**config.mk**
```make
export PLATFORM = sky130hd
export DESIGN_NAME = nor_flash_ctrl
export DESIGN_NICKNAME = d
export VERILOG_FILES = /design/src/rtl/nor_ctrl_pkg.sv /design/src/rtl/nor_cmd_table.sv /design/src/rtl/nor_bus_cycle.sv /design/src/rtl/nor_status_judge.sv /design/src/rtl/nor_flash_ctrl.sv
export SDC_FILE = /design/constraint.sdc
export NUM_CORES = 1
export LEC_CHECK = 0
export BUFFER_PORTS_ARGS = -buffer_cell sky130_fd_sc_hd__buf_4
export CORE_MARGIN = 2
export CORE_UTILIZATION = 55
export DETAILED_ROUTE_END_ITERATION = 8
export PLACE_DENSITY = 0.87
export SLEW_MARGIN = 20
export SYNTH_ARGS = -nofsm -noshare
export SYNTH_HDL_FRONTEND = slang
export SYNTH_SLANG_ARGS = --single-unit
```
**constraint.sdc**
```tcl
create_clock -name clk -period 2.79 [get_ports clk]
set_input_delay 0.558 -clock clk [delete_from_list [all_inputs] [get_ports clk]]
set_output_delay 0.558 -clock clk [all_outputs]
set_load 0.05 [all_outputs]
```
**src/rtl/nor_ctrl_pkg.sv**
```systemverilog
package nor_ctrl_pkg;

  typedef enum logic [2:0] {
    BP_IDLE, BP_WSETUP, BP_WLOW, BP_WHIGH, BP_RSETUP, BP_RLOW, BP_FLOAT
  } bus_phase_e;

  typedef enum logic [3:0] {
    CS_IDLE, CS_CMD_GO, CS_CMD_WAIT, CS_POLL_GO, CS_POLL_WAIT,
    CS_ABORT_GO, CS_ABORT_WAIT, CS_FIN
  } ctl_state_e;

  typedef enum logic [1:0] {
    VD_PASS, VD_AGAIN, VD_RETRY, VD_FAIL
  } verdict_e;

  // nanoseconds to whole clock cycles, rounded up, never below one
  function automatic int ns_to_cyc(input int ns, input int clk_ns);
    int c;
    c = (ns + clk_ns - 1) / clk_ns;
    return (c < 1) ? 1 : c;
  endfunction

  function automatic int cyc_max(input int a, input int b);
    return (a > b) ? a : b;
  endfunction

endpackage

```
**src/rtl/nor_cmd_table.sv**
```systemverilog
module nor_cmd_table #(
  parameter int AW = 19,
  parameter int DW = 16
) (
  input  logic          erase,
  input  logic          abort,
  input  logic [2:0]    step,
  input  logic [AW-1:0] tgt_addr,
  input  logic [DW-1:0] tgt_data,
  output logic [AW-1:0] cmd_addr,
  output logic [DW-1:0] cmd_data,
  output logic          cmd_last
);
  localparam logic [AW-1:0] UNLOCK_A = AW'(12'h555);
  localparam logic [AW-1:0] UNLOCK_B = AW'(12'h2AA);
  localparam logic [DW-1:0] KEY_A    = DW'(8'hAA);
  localparam logic [DW-1:0] KEY_B    = DW'(8'h55);
  localparam logic [DW-1:0] OP_WORD  = DW'(8'hA0);
  localparam logic [DW-1:0] OP_SETUP = DW'(8'h80);
  localparam logic [DW-1:0] OP_SECT  = DW'(8'h30);
  localparam logic [DW-1:0] OP_RESET = DW'(8'hF0);

  always_comb begin
    cmd_addr = UNLOCK_A;
    cmd_data = KEY_A;
    cmd_last = 1'b0;
    if (abort) begin
      cmd_addr = tgt_addr;
      cmd_data = OP_RESET;
      cmd_last = 1'b1;
    end else if (!erase) begin
      case (step)
        3'd0: begin cmd_addr = UNLOCK_A; cmd_data = KEY_A; end
        3'd1: begin cmd_addr = UNLOCK_B; cmd_data = KEY_B; end
        3'd2: begin cmd_addr = UNLOCK_A; cmd_data = OP_WORD; end
        default: begin cmd_addr = tgt_addr; cmd_data = tgt_data; cmd_last = 1'b1; end
      endcase
    end else begin
      case (step)
        3'd0: begin cmd_addr = UNLOCK_A; cmd_data = KEY_A; end
        3'd1: begin cmd_addr = UNLOCK_B; cmd_data = KEY_B; end
        3'd2: begin cmd_addr = UNLOCK_A; cmd_data = OP_SETUP; end
        3'd3: begin cmd_addr = UNLOCK_A; cmd_data = KEY_A; end
        3'd4: begin cmd_addr = UNLOCK_B; cmd_data = KEY_B; end
        default: begin cmd_addr = tgt_addr; cmd_data = OP_SECT; cmd_last = 1'b1; end
      endcase
    end
  end
endmodule

```
**src/rtl/nor_bus_cycle.sv**
```systemverilog
module nor_bus_cycle
  import nor_ctrl_pkg::*;
#(
  parameter int AW     = 19,
  parameter int DW     = 16,
  parameter int WP_CYC = 3,
  parameter int WH_CYC = 2,
  parameter int RD_CYC = 4,
  parameter int DF_CYC = 2
) (
  input  logic          clk,
  input  logic          rst_n,
  input  logic          start,
  input  logic          is_read,
  input  logic [AW-1:0] addr_in,
  input  logic [DW-1:0] wdata_in,
  input  logic [DW-1:0] dq_in,
  output logic          cyc_done,
  output logic          ce_act,
  output logic          we_n,
  output logic          oe_n,
  output logic          dq_oe,
  output logic [AW-1:0] addr_out,
  output logic [DW-1:0] dq_out,
  output logic [DW-1:0] rdata
);
  localparam int MAXC = cyc_max(cyc_max(WP_CYC, WH_CYC), cyc_max(RD_CYC, DF_CYC));
  localparam int CW   = $clog2(MAXC + 1);

  bus_phase_e    phase;
  logic [CW-1:0] cnt;
  logic          cnt_zero;

  assign cnt_zero = (cnt == '0);

  always_ff @(posedge clk or negedge rst_n) begin
    if (!rst_n) begin
      phase    <= BP_IDLE;
      cnt      <= '0;
      addr_out <= '0;
      dq_out   <= '0;
      rdata    <= '0;
    end else begin
      case (phase)
        BP_IDLE: if (start) begin
          addr_out <= addr_in;
          dq_out   <= wdata_in;
          phase    <= is_read ? BP_RSETUP : BP_WSETUP;
        end
        BP_WSETUP: begin
          phase <= BP_WLOW;
          cnt   <= CW'(WP_CYC - 1);
        end
        BP_WLOW: if (cnt_zero) begin
          phase <= BP_WHIGH;
          cnt   <= CW'(WH_CYC - 1);
        end else cnt <= cnt - 1'b1;
        BP_WHIGH: if (cnt_zero) phase <= BP_IDLE;
                  else cnt <= cnt - 1'b1;
        BP_RSETUP: begin
          phase <= BP_RLOW;
          cnt   <= CW'(RD_CYC - 1);
        end
        BP_RLOW: if (cnt_zero) begin
          rdata <= dq_in;
          phase <= BP_FLOAT;
          cnt   <= CW'(DF_CYC - 1);
        end else cnt <= cnt - 1'b1;
        BP_FLOAT: if (cnt_zero) phase <= BP_IDLE;
                  else cnt <= cnt - 1'b1;
        default: phase <= BP_IDLE;
      endcase
    end
  end

  assign cyc_done = cnt_zero && (phase == BP_WHIGH || phase == BP_FLOAT);
  assign ce_act   = (phase != BP_IDLE) && (phase != BP_FLOAT);
  assign we_n     = (phase != BP_WLOW);
  assign oe_n     = (phase != BP_RLOW);
  assign dq_oe    = (phase == BP_WSETUP) || (phase == BP_WLOW) || (phase == BP_WHIGH);
endmodule

```
**src/rtl/nor_status_judge.sv**
```systemverilog
module nor_status_judge
  import nor_ctrl_pkg::*;
#(
  parameter int DW        = 16,
  parameter int POLL_BIT  = 7,
  parameter int LIMIT_BIT = 5
) (
  input  logic [DW-1:0] status,
  input  logic [DW-1:0] expect_word,
  input  logic          retried,
  output verdict_e      verdict
);
  localparam logic [DW-1:0] POLL_MASK  = DW'(1) << POLL_BIT;
  localparam logic [DW-1:0] LIMIT_MASK = DW'(1) << LIMIT_BIT;

  logic mismatch, limit_hit;
  assign mismatch  = |((status ^ expect_word) & POLL_MASK);
  assign limit_hit = |(status & LIMIT_MASK);

  always_comb begin
    if (!mismatch)     verdict = VD_PASS;
    else if (retried)  verdict = VD_FAIL;
    else if (limit_hit) verdict = VD_RETRY;
    else               verdict = VD_AGAIN;
  end
endmodule

```
**src/rtl/nor_flash_ctrl.sv**
```systemverilog
module nor_flash_ctrl
  import nor_ctrl_pkg::*;
#(
  parameter int NDIE      = 2,
  parameter int AW        = 19,
  parameter int DW        = 16,
  parameter int CLK_NS    = 20,
  parameter int T_WP_NS   = 50,
  parameter int T_WPH_NS  = 30,
  parameter int T_WC_NS   = 100,
  parameter int T_RC_NS   = 100,
  parameter int T_OE_NS   = 40,
  parameter int T_DF_NS   = 30,
  parameter int POLL_BIT  = 7,
  parameter int LIMIT_BIT = 5,
  localparam int DIE_W    = (NDIE > 1) ? $clog2(NDIE) : 1
) (
  input  logic             clk,
  input  logic             rst_n,
  input  logic             req_valid,
  output logic             req_ready,
  input  logic             req_erase,
  input  logic [DIE_W-1:0] req_die,
  input  logic [AW-1:0]    req_addr,
  input  logic [DW-1:0]    req_data,
  output logic             done,
  output logic             err,
  output logic [NDIE-1:0]  fl_ce_n,
  output logic             fl_we_n,
  output logic             fl_oe_n,
  output logic [AW-1:0]    fl_addr,
  output logic [DW-1:0]    fl_dq_out,
  output logic             fl_dq_oe,
  input  logic [DW-1:0]    fl_dq_in
);
  localparam int WP_CYC = ns_to_cyc(T_WP_NS, CLK_NS);
  localparam int WH_CYC = cyc_max(ns_to_cyc(T_WPH_NS, CLK_NS),
                                  ns_to_cyc(T_WC_NS, CLK_NS) - 1 - WP_CYC);
  localparam int RD_CYC = cyc_max(ns_to_cyc(T_RC_NS, CLK_NS) - 1,
                                  ns_to_cyc(T_OE_NS, CLK_NS));
  localparam int DF_CYC = ns_to_cyc(T_DF_NS, CLK_NS);

  ctl_state_e       state;
  logic             erase_q, retried_q, err_q;
  logic [DIE_W-1:0] die_q;
  logic [AW-1:0]    addr_q;
  logic [DW-1:0]    data_q;
  logic [2:0]       step_q;

  logic             bus_start, bus_read, bus_done, bus_ce;
  logic [AW-1:0]    cmd_addr, bus_addr;
  logic [DW-1:0]    cmd_data, bus_rdata, expect_word;
  logic             cmd_last, abort_sel;
  verdict_e         verdict;

  assign abort_sel = (state == CS_ABORT_GO);
  assign bus_start = (state == CS_CMD_GO) || (state == CS_POLL_GO) || abort_sel;
  assign bus_read  = (state == CS_POLL_GO);
  assign bus_addr  = bus_read ? addr_q : cmd_addr;
  assign expect_word = erase_q ? '1 : data_q;

  nor_cmd_table #(.AW(AW), .DW(DW)) u_table (
    .erase(erase_q), .abort(abort_sel), .step(step_q),
    .tgt_addr(addr_q), .tgt_data(data_q),
    .cmd_addr(cmd_addr), .cmd_data(cmd_data), .cmd_last(cmd_last)
  );

  nor_bus_cycle #(
    .AW(AW), .DW(DW), .WP_CYC(WP_CYC), .WH_CYC(WH_CYC),
    .RD_CYC(RD_CYC), .DF_CYC(DF_CYC)
  ) u_bus (
    .clk(clk), .rst_n(rst_n), .start(bus_start), .is_read(bus_read),
    .addr_in(bus_addr), .wdata_in(cmd_data), .dq_in(fl_dq_in),
    .cyc_done(bus_done), .ce_act(bus_ce), .we_n(fl_we_n), .oe_n(fl_oe_n),
    .dq_oe(fl_dq_oe), .addr_out(fl_addr), .dq_out(fl_dq_out), .rdata(bus_rdata)
  );

  nor_status_judge #(.DW(DW), .POLL_BIT(POLL_BIT), .LIMIT_BIT(LIMIT_BIT)) u_judge (
    .status(bus_rdata), .expect_word(expect_word), .retried(retried_q),
    .verdict(verdict)
  );

  always_ff @(posedge clk or negedge rst_n) begin
    if (!rst_n) begin
      state     <= CS_IDLE;
      erase_q   <= 1'b0;
      retried_q <= 1'b0;
      err_q     <= 1'b0;
      die_q     <= '0;
      addr_q    <= '0;
      data_q    <= '0;
      step_q    <= '0;
    end else begin
      case (state)
        CS_IDLE: if (req_valid) begin
          erase_q   <= req_erase;
          die_q     <= req_die;
          addr_q    <= req_addr;
          data_q    <= req_data;
          step_q    <= '0;
          retried_q <= 1'b0;
          err_q     <= 1'b0;
          state     <= CS_CMD_GO;
        end
        CS_CMD_GO:   state <= CS_CMD_WAIT;
        CS_CMD_WAIT: if (bus_done) begin
          if (cmd_last) state <= CS_POLL_GO;
          else begin
            step_q <= step_q + 3'd1;
            state  <= CS_CMD_GO;
          end
        end
        CS_POLL_GO:   state <= CS_POLL_WAIT;
        CS_POLL_WAIT: if (bus_done) begin
          case (verdict)
            VD_PASS:  state <= CS_FIN;
            VD_AGAIN: state <= CS_POLL_GO;
            VD_RETRY: begin retried_q <= 1'b1; state <= CS_POLL_GO; end
            default:  begin err_q <= 1'b1; state <= CS_ABORT_GO; end
          endcase
        end
        CS_ABORT_GO:   state <= CS_ABORT_WAIT;
        CS_ABORT_WAIT: if (bus_done) state <= CS_FIN;
        CS_FIN:        state <= CS_IDLE;
        default:       state <= CS_IDLE;
      endcase
    end
  end

  assign req_ready = (state == CS_IDLE);
  assign done      = (state == CS_FIN);
  assign err       = (state == CS_FIN) && err_q;

  for (genvar d = 0; d < NDIE; d++) begin : g_ce
    assign fl_ce_n[d] = !(bus_ce && (die_q == DIE_W'(d)));
  end
endmodule

```
==> results.json, run 1 <==
{
  "dp_hpwl_um": 6190,
  "fin_nets": 584,
  "rows": 31,
  "via_per_inst": 5.48,
  "fillCellCount": 577,
  "synth_edf_count": 0,
  "period_share_pct": 80.7,
  "antenna_found_initial": 0,
  "peakVddDrop_mv": 0.465,
  "p_leak_uw": 0.00247,
  "initial_utilization_pct": 56.6,
  "io_buffers": 84,
  "synth.area.mux_share_pct": 2.88,
  "vias": 3412,
  "post_cts_buffers": 0,
  "max_cap_violations": 0,
  "grt_pass1_wl_um": 15300,
  "pwr-share-comb_pct": 46.9,
  "insertedDiodeCount": 0,
  "drc": 0,
  "totalPowerFinal_uw": 5720,
  "globalRouteOverflowTotal": 0,
  "synth_area_leader_cell": "dfrtp_1",
  "insertion_delay_ns": 0.36,
  "area_delta_synth_final_pct": 22.0,
  "clock-root-buffer": "clkbuf_8",
  "fin_skew_ns": 0.00722,
  "core_um2": 7210,
  "path_class": "reg2out",
  "p_per_area_nw_per_um2": 1150,
  "drtIter0Drc": 223,
  "layout_min_cycle_time_ns": 2.25,
  "syn-num-nets": 507,
  "cts-resized-gates": 0,
  "place_congestion": 0.932,
  "async_reset_ff_share_pct": 100,
  "tns_ns": 0,
  "yosys-top-cells-area": "dfrtp_1, nand2_1, o21ai_0, ha_1, nor2_1",
  "slew_violations": 0,
  "avgRoutedWirePerCell_um": 14.3,
  "p_int_uw": 3110,
  "htree_levels": 3,
  "synth-simple-area-share_pct": 18.7,
  "die_w_um": 90.2,
  "worstSetupStartpointType": "register",
  "dr.pass1.iters": 5,
  "drive_above_1_share_pct": 22.1,
  "yosys-top-cells-count": "nand2_1, dfrtp_1, o21ai_0",
  "relSlewSlack_pct": 51.4,
  "worst_path_max_delay_cell": "dfrtp_1",
  "drtAntennaViolNets": 0,
  "hold_viol": 0,
  "cpPeakStageDelay_ns": 0.64,
  "pwr-share-seq_pct": 37.7,
  "multiInputGateArea_um2": 1680,
  "worst_pin_slew_ns": 0.730,
  "ys_seq_area_share_pct": 53.9,
  "clk_pin_slew_worst_paths_ns": 0.09,
  "cp_cell_sequence": "and2_0 > nand2_1 > buf_4",
  "yosys_warnings": 0,
  "synthesis.area_um2": 4080,
  "setup_violations": 0,
  "syn_area_per_cell_um2": 9.24,
  "tritoncts": "yes",
  "synth_top_area_share_pct": 53.9,
  "grt_start_max_net_pins": 89,
  "synth.ff_latch_count": 88,
  "crit_fanout": 13,
  "cp.required_ns": 2.23,
  "dp_cells": 607,
  "ys.flop_type": "dfrtp_1",
  "synth_compound_area_share_pct": 15.8,
  "yosysMostFrequentCell": "nand2_1",
  "groute.usage.overall_pct": 23.1,
  "synth_cell_types": 48,
  "postCtsHoldBufs": 0,
  "stdcell_area_um2": 4980,
  "swShare_pct": 45.5,
  "ctsLongestPathBuffers": 2,
  "endpoint_kind": "output port",
  "p_clk_share_pct": 15.3,
  "postRouteWirelength_um": 8940,
  "cts.sinks": 88,
  "place_area_um2": 4790,
  "syn_inst": 442,
  "regArea_um2": 2200,
  "synthAdderAreaFrac_pct": 3.00,
  "p_sw_uw": 2600,
  "io_pins": 99,
  "numCtsBuffers": 9,
  "dieArea_um2": 8130,
  "synth_top_family_by_area": "simple AND/OR/NAND/NOR gates",
  "critPathArrivalTime_ns": 1.69,
  "synth_xor_area_share_pct": 0.858,
  "status": "complete, no violations",
  "die_h_um": 90.2,
  "rsz0062_at_grt": "no",
  "min_path_type": "in2async",
  "stdcell_count": 623,
  "fmax_ghz": 0.444,
  "grt_pass1_vias": 3389
}
-- through the flow --
| step | worst slack (ns) | hold WS (ns) | util (%) |
|---|---|---|---|
| after detailed placement | 0.588 | 0.464 | 66.3 |
| final | 0.538 | 0.218 | 69.0 |
| after CTS | 0.580 | 0.242 | 69.0 |
| after global routing | 0.338 | 0.269 | 69.0 |
| after global placement | 0.714 | 0.459 | 66.3 |
| after floorplan | 0.259 | 0.262 | - |
-- registers in the layout, summed over array words and instances, names as in the netlist, 2 cells and up --
register        count
u_bus.addr_out     19
data_q             16
u_bus.phase         3
state               3
u_bus.cnt           3
addr_q             19
u_bus.dq_out       16
step_q              3
u_bus.rdata         2
-- path summary, 6_finish.rpt --
| kind | start | endpoint | slack [ns] | depth (start not counted) |
|---|---|---|---|---|
| worst max-delay path | u_bus.phase[2] | fl_oe_n | 0.54 | 3 |
| worst min-delay path | rst_n | u_bus.addr_out[14] | 0.22 | 2 |
| worst max register to register | step_q[0] | u_bus.addr_out[14] | 0.56 | 6 |
| worst min register to register | data_q[14] | data_q[14] | 0.49 | 2 |
| max in group asynchronous | rst_n | data_q[8] | 2.22 | 2 |
| min in group clk | req_data[15] | data_q[15] | 0.38 | 3 |
-- metal layers --
layer	wire (um)	GRT usage (%)	up-vias	part of all wire [%]
met2	4520	38.2	107	51
met4	100	8.08	0	1.1
met1	3840	30.0	1668	43
li1	-	-	1628	-
met3	484	5.62	9	5.4
met5	0	0	-	0
-- cells in the final DEF, fill, tap and decap left out, types with 6 or more instances in the layout --
| master | Yosys | final |
|---|---|---|
| a22o_1 | 8 | 8 |
| o22a_1 | 6 | 6 |
| nand2_1 | 140 | 140 |
| mux2_2 | 6 | 6 |
| ha_1 | 9 | 9 |
| o21ai_0 | 29 | 29 |
| a21oi_1 | 12 | 12 |
| inv_1 | 20 | 20 |
| clkbuf_8 | 0 | 9 |
| a31oi_1 | 10 | 10 |
| nor2_1 | 24 | 24 |
| o211ai_1 | 6 | 6 |
| buf_4 | 1 | 88 |
| dfrtp_1 | 88 | 88 |
-- worst max-delay path, delay by kind of cell, from the launching register on --
| family | cells | cell delay, ns |
|---|---|---|
| flops | 1 | 0.64 |
| simple gates | 2 | 0.49 |
| buf+inv | 1 | 0.21 |
-- power by group through the flow --
stage / registers [uW] / logic [uW] / clock network [uW]
after global placement: 2150 / 2600 / 0
after detailed placement: 2180 / 2690 / 0
after floorplan: 2650 / 1420 / 0
after CTS: 2150 / 2700 / 898
final: 2160 / 2680 / 877
after global routing: 2220 / 2930 / 953
-- final cells by class --
cell class / instances / share of cell area, %
Clock inverter: 6 / 1.36
Clock buffer: 10 / 2.56
Tap cell: 99 / 2.49
Multi-Input combinational cell: 310 / 33.8
Timing Repair Buffer: 90 / 14.1
Sequential cell: 88 / 44.2
Inverter: 20 / 1.51
-- logic make-up (layout without fill, tap and decap cells) --
| family | Yosys count | count (layout) |
|---|---|---|
| AND/OR/NAND/NOR | 188 | 188 |
| multiplexers | 11 | 11 |
| adder cells (fa/ha/maj) | 10 | 10 |
| flip-flops | 88 | 88 |
| XOR/XNOR | 4 | 4 |
| buffers and inverters | 44 | 126 |
| AO/OA/AOI/OAI | 97 | 97 |
Note: power is estimated with default switching activity, not from simulation.
==> inputs of run 2 (changes only) <==
--- a/config.mk
+++ b/config.mk
@@ -7,9 +7,9 @@
 export LEC_CHECK = 0
 export BUFFER_PORTS_ARGS = -buffer_cell sky130_fd_sc_hd__buf_4
 export CORE_MARGIN = 2
-export CORE_UTILIZATION = 55
+export CORE_UTILIZATION = 53
 export DETAILED_ROUTE_END_ITERATION = 8
-export PLACE_DENSITY = 0.87
+export PLACE_DENSITY = 0.84
 export SLEW_MARGIN = 20
 export SYNTH_ARGS = -nofsm -noshare
 export SYNTH_HDL_FRONTEND = slang
==> constraint.sdc (replaced) <==
create_clock -name clk -period 2.13 [get_ports clk]
set_input_delay 0.426 -clock clk [delete_from_list [all_inputs] [get_ports clk]]
set_output_delay 0.426 -clock clk [all_outputs]
set_load 0.05 [all_outputs]
==> results.json, run 2 (synthesis gave the netlist of run 1 again) <==
{
  "hold_viol": 0,
  "drtIter0Drc": 206,
  "insertion_delay_ns": 0.37,
  "fmax_ghz": 0.491,
  "peakVddDrop_mv": 0.663,
  "via_per_inst": 5.46,
  "dr.pass1.iters": 5,
  "p_leak_uw": 0.00250,
  "clk_pin_slew_worst_paths_ns": 0.10,
  "cp.required_ns": 1.70,
  "cp_cell_sequence": "buf_4 > and2_0 > nand2_1 > buf_4",
  "tns_ns": 0,
  "cpPeakStageDelay_ns": 0.38,
  "crit_buf_inv": 2,
  "grt_pass1_vias": 3455,
  "period_share_pct": 95.7,
  "postCtsHoldBufs": 0,
  "rows": 32,
  "rsz0062_at_grt": "no",
  "slew_violations": 0,
  "post_cts_buffers": 0,
  "path_class": "reg2out",
  "htree_levels": 3,
  "p_per_area_nw_per_um2": 1520,
  "ctsLongestPathBuffers": 2,
  "drtAntennaViolNets": 0,
  "endpoint_kind": "output port",
  "status": "complete, no violations",
  "die_h_um": 91.8,
  "cts-resized-gates": 0,
  "setup_violations": 0,
  "relSlewSlack_pct": 64.9,
  "globalRouteOverflowTotal": 0,
  "postRouteWirelength_um": 9730,
  "cpMostUsedCell": "buf_4",
  "io_pins": 99,
  "post-place-ws_ns": 0.175,
  "initial_utilization_pct": 53.7,
  "worstSetupStartpointType": "register",
  "core_um2": 7610,
  "grt_pass1_wl_um": 16200,
  "cts.sinks": 88,
  "fin_skew_ns": 0.0147,
  "final_common_cell": "nand2_1",
  "groute.usage.overall_pct": 24.1,
  "reg.largest.list": "addr_q x19, u_bus.addr_out x19",
  "drive_above_1_share_pct": 23.9,
  "worst_path_max_delay_cell": "dfrtp_1",
  "grt_start_max_net_pins": 43,
  "worst_pin_slew_ns": 0.526,
  "io_buffers": 84,
  "die_w_um": 91.8,
  "layout_min_cycle_time_ns": 2.04,
  "area_delta_synth_final_pct": 23.4,
  "tritoncts": "yes",
  "drc": 0,
  "stdcell_area_um2": 5040,
  "vias": 3459,
  "crit_fanout": 17,
  "layout_common_cells": "nand2_1, buf_4, dfrtp_1",
  "fin_nets": 591,
  "avgRoutedWirePerCell_um": 15.4,
  "insertedDiodeCount": 0,
  "max_cap_violations": 0,
  "whs_ns": 0.0282,
  "critical_path.top_delay_family": "simple AND/OR/NAND/NOR gates",
  "dieArea_um2": 8420,
  "place_congestion": 0.924,
  "dp_cells": 617,
  "dp_hpwl_um": 6720,
  "min_path_type": "in2async",
  "stdcell_count": 633,
  "numCtsBuffers": 9,
  "place_area_um2": 4840,
  "critPathArrivalTime_ns": 1.61,
  "worst_slack_ns": 0.0913,
  "clock-root-buffer": "clkbuf_8",
  "antenna_found_initial": 0
}
## run 2: changes by cell type in the layout (fill, tap and decap cells not counted)
| cell | before | now |
|---|---|---|
| and3_2 | 0 | 1 |
| nor3_1 | 5 | 4 |
| and3_1 | 2 | 1 |
| clkinvlp_4 | 2 | 4 |
| clkbuf_1 | 1 | 0 |
| clkinv_2 | 1 | 0 |
| and2_1 | 4 | 3 |
| nor3_2 | 0 | 1 |
| and2_2 | 0 | 1 |
| o21ai_1 | 2 | 3 |
| o21ai_0 | 29 | 28 |
| buf_12 | 2 | 1 |
| buf_4 | 88 | 96 |
## run 2: layout make-up
class,count,area (um^2)
Clock inverter,7,77.6
Tap cell,102,128
Clock buffer,9,124
Multi-Input combinational cell,310,1690
Inverter,20,75.1
Sequential cell,88,2200
Timing Repair Buffer,97,741
Fill cell,620,2570
## run 2: power by group
part	internal [uW]	switching, uW
Sequential	2330	478
Clock	550	640
Combinational	1240	2400
## run 2: layer usage
metal  track usage, %  part of all wire (%)  up-vias
met5                0                     0        -
met4             8.96                   1.8        0
met3             4.03                   5.0       18
met2             40.7                    51      109
met1             31.2                    42     1690
li1                 -                     -     1642
## run 2: final timing paths
kind / slack (ns) / endpoint / startpoint / cells past startpoint
worst max register to register: 0.11 / u_bus.dq_out[11] / step_q[0] / 6
worst min-delay path: 0.03 / addr_q[11] / rst_n / 1
worst max-delay path: 0.09 / fl_oe_n / u_bus.phase[0] / 4
min in group clk: 0.25 / data_q[15] / req_data[15] / 3
max in group asynchronous: 1.50 / u_bus.addr_out[4] / rst_n / 2
worst min register to register: 0.49 / addr_q[17] / addr_q[17] / 2
## run 2: metrics by stage
stage	total power, uW	util (%)
2_1_floorplan	5350	-
3_3_place_gp	6280	63.6
3_5_place_dp	6450	63.6
4_1_cts	7650	66.2
5_1_grt	8100	66.2
6_report	7640	66.2
## run 2: worst register-to-register path, delay by kind of cell (launching register included)
kind | cells | cell delay (ns)
adder cells (fa/ha/maj) | 1 | 0.29
AO/OA/AOI/OAI | 2 | 0.41
flip-flops | 1 | 0.49
AND/OR/NAND/NOR | 2 | 0.68
buffers and inverters | 1 | 0.11
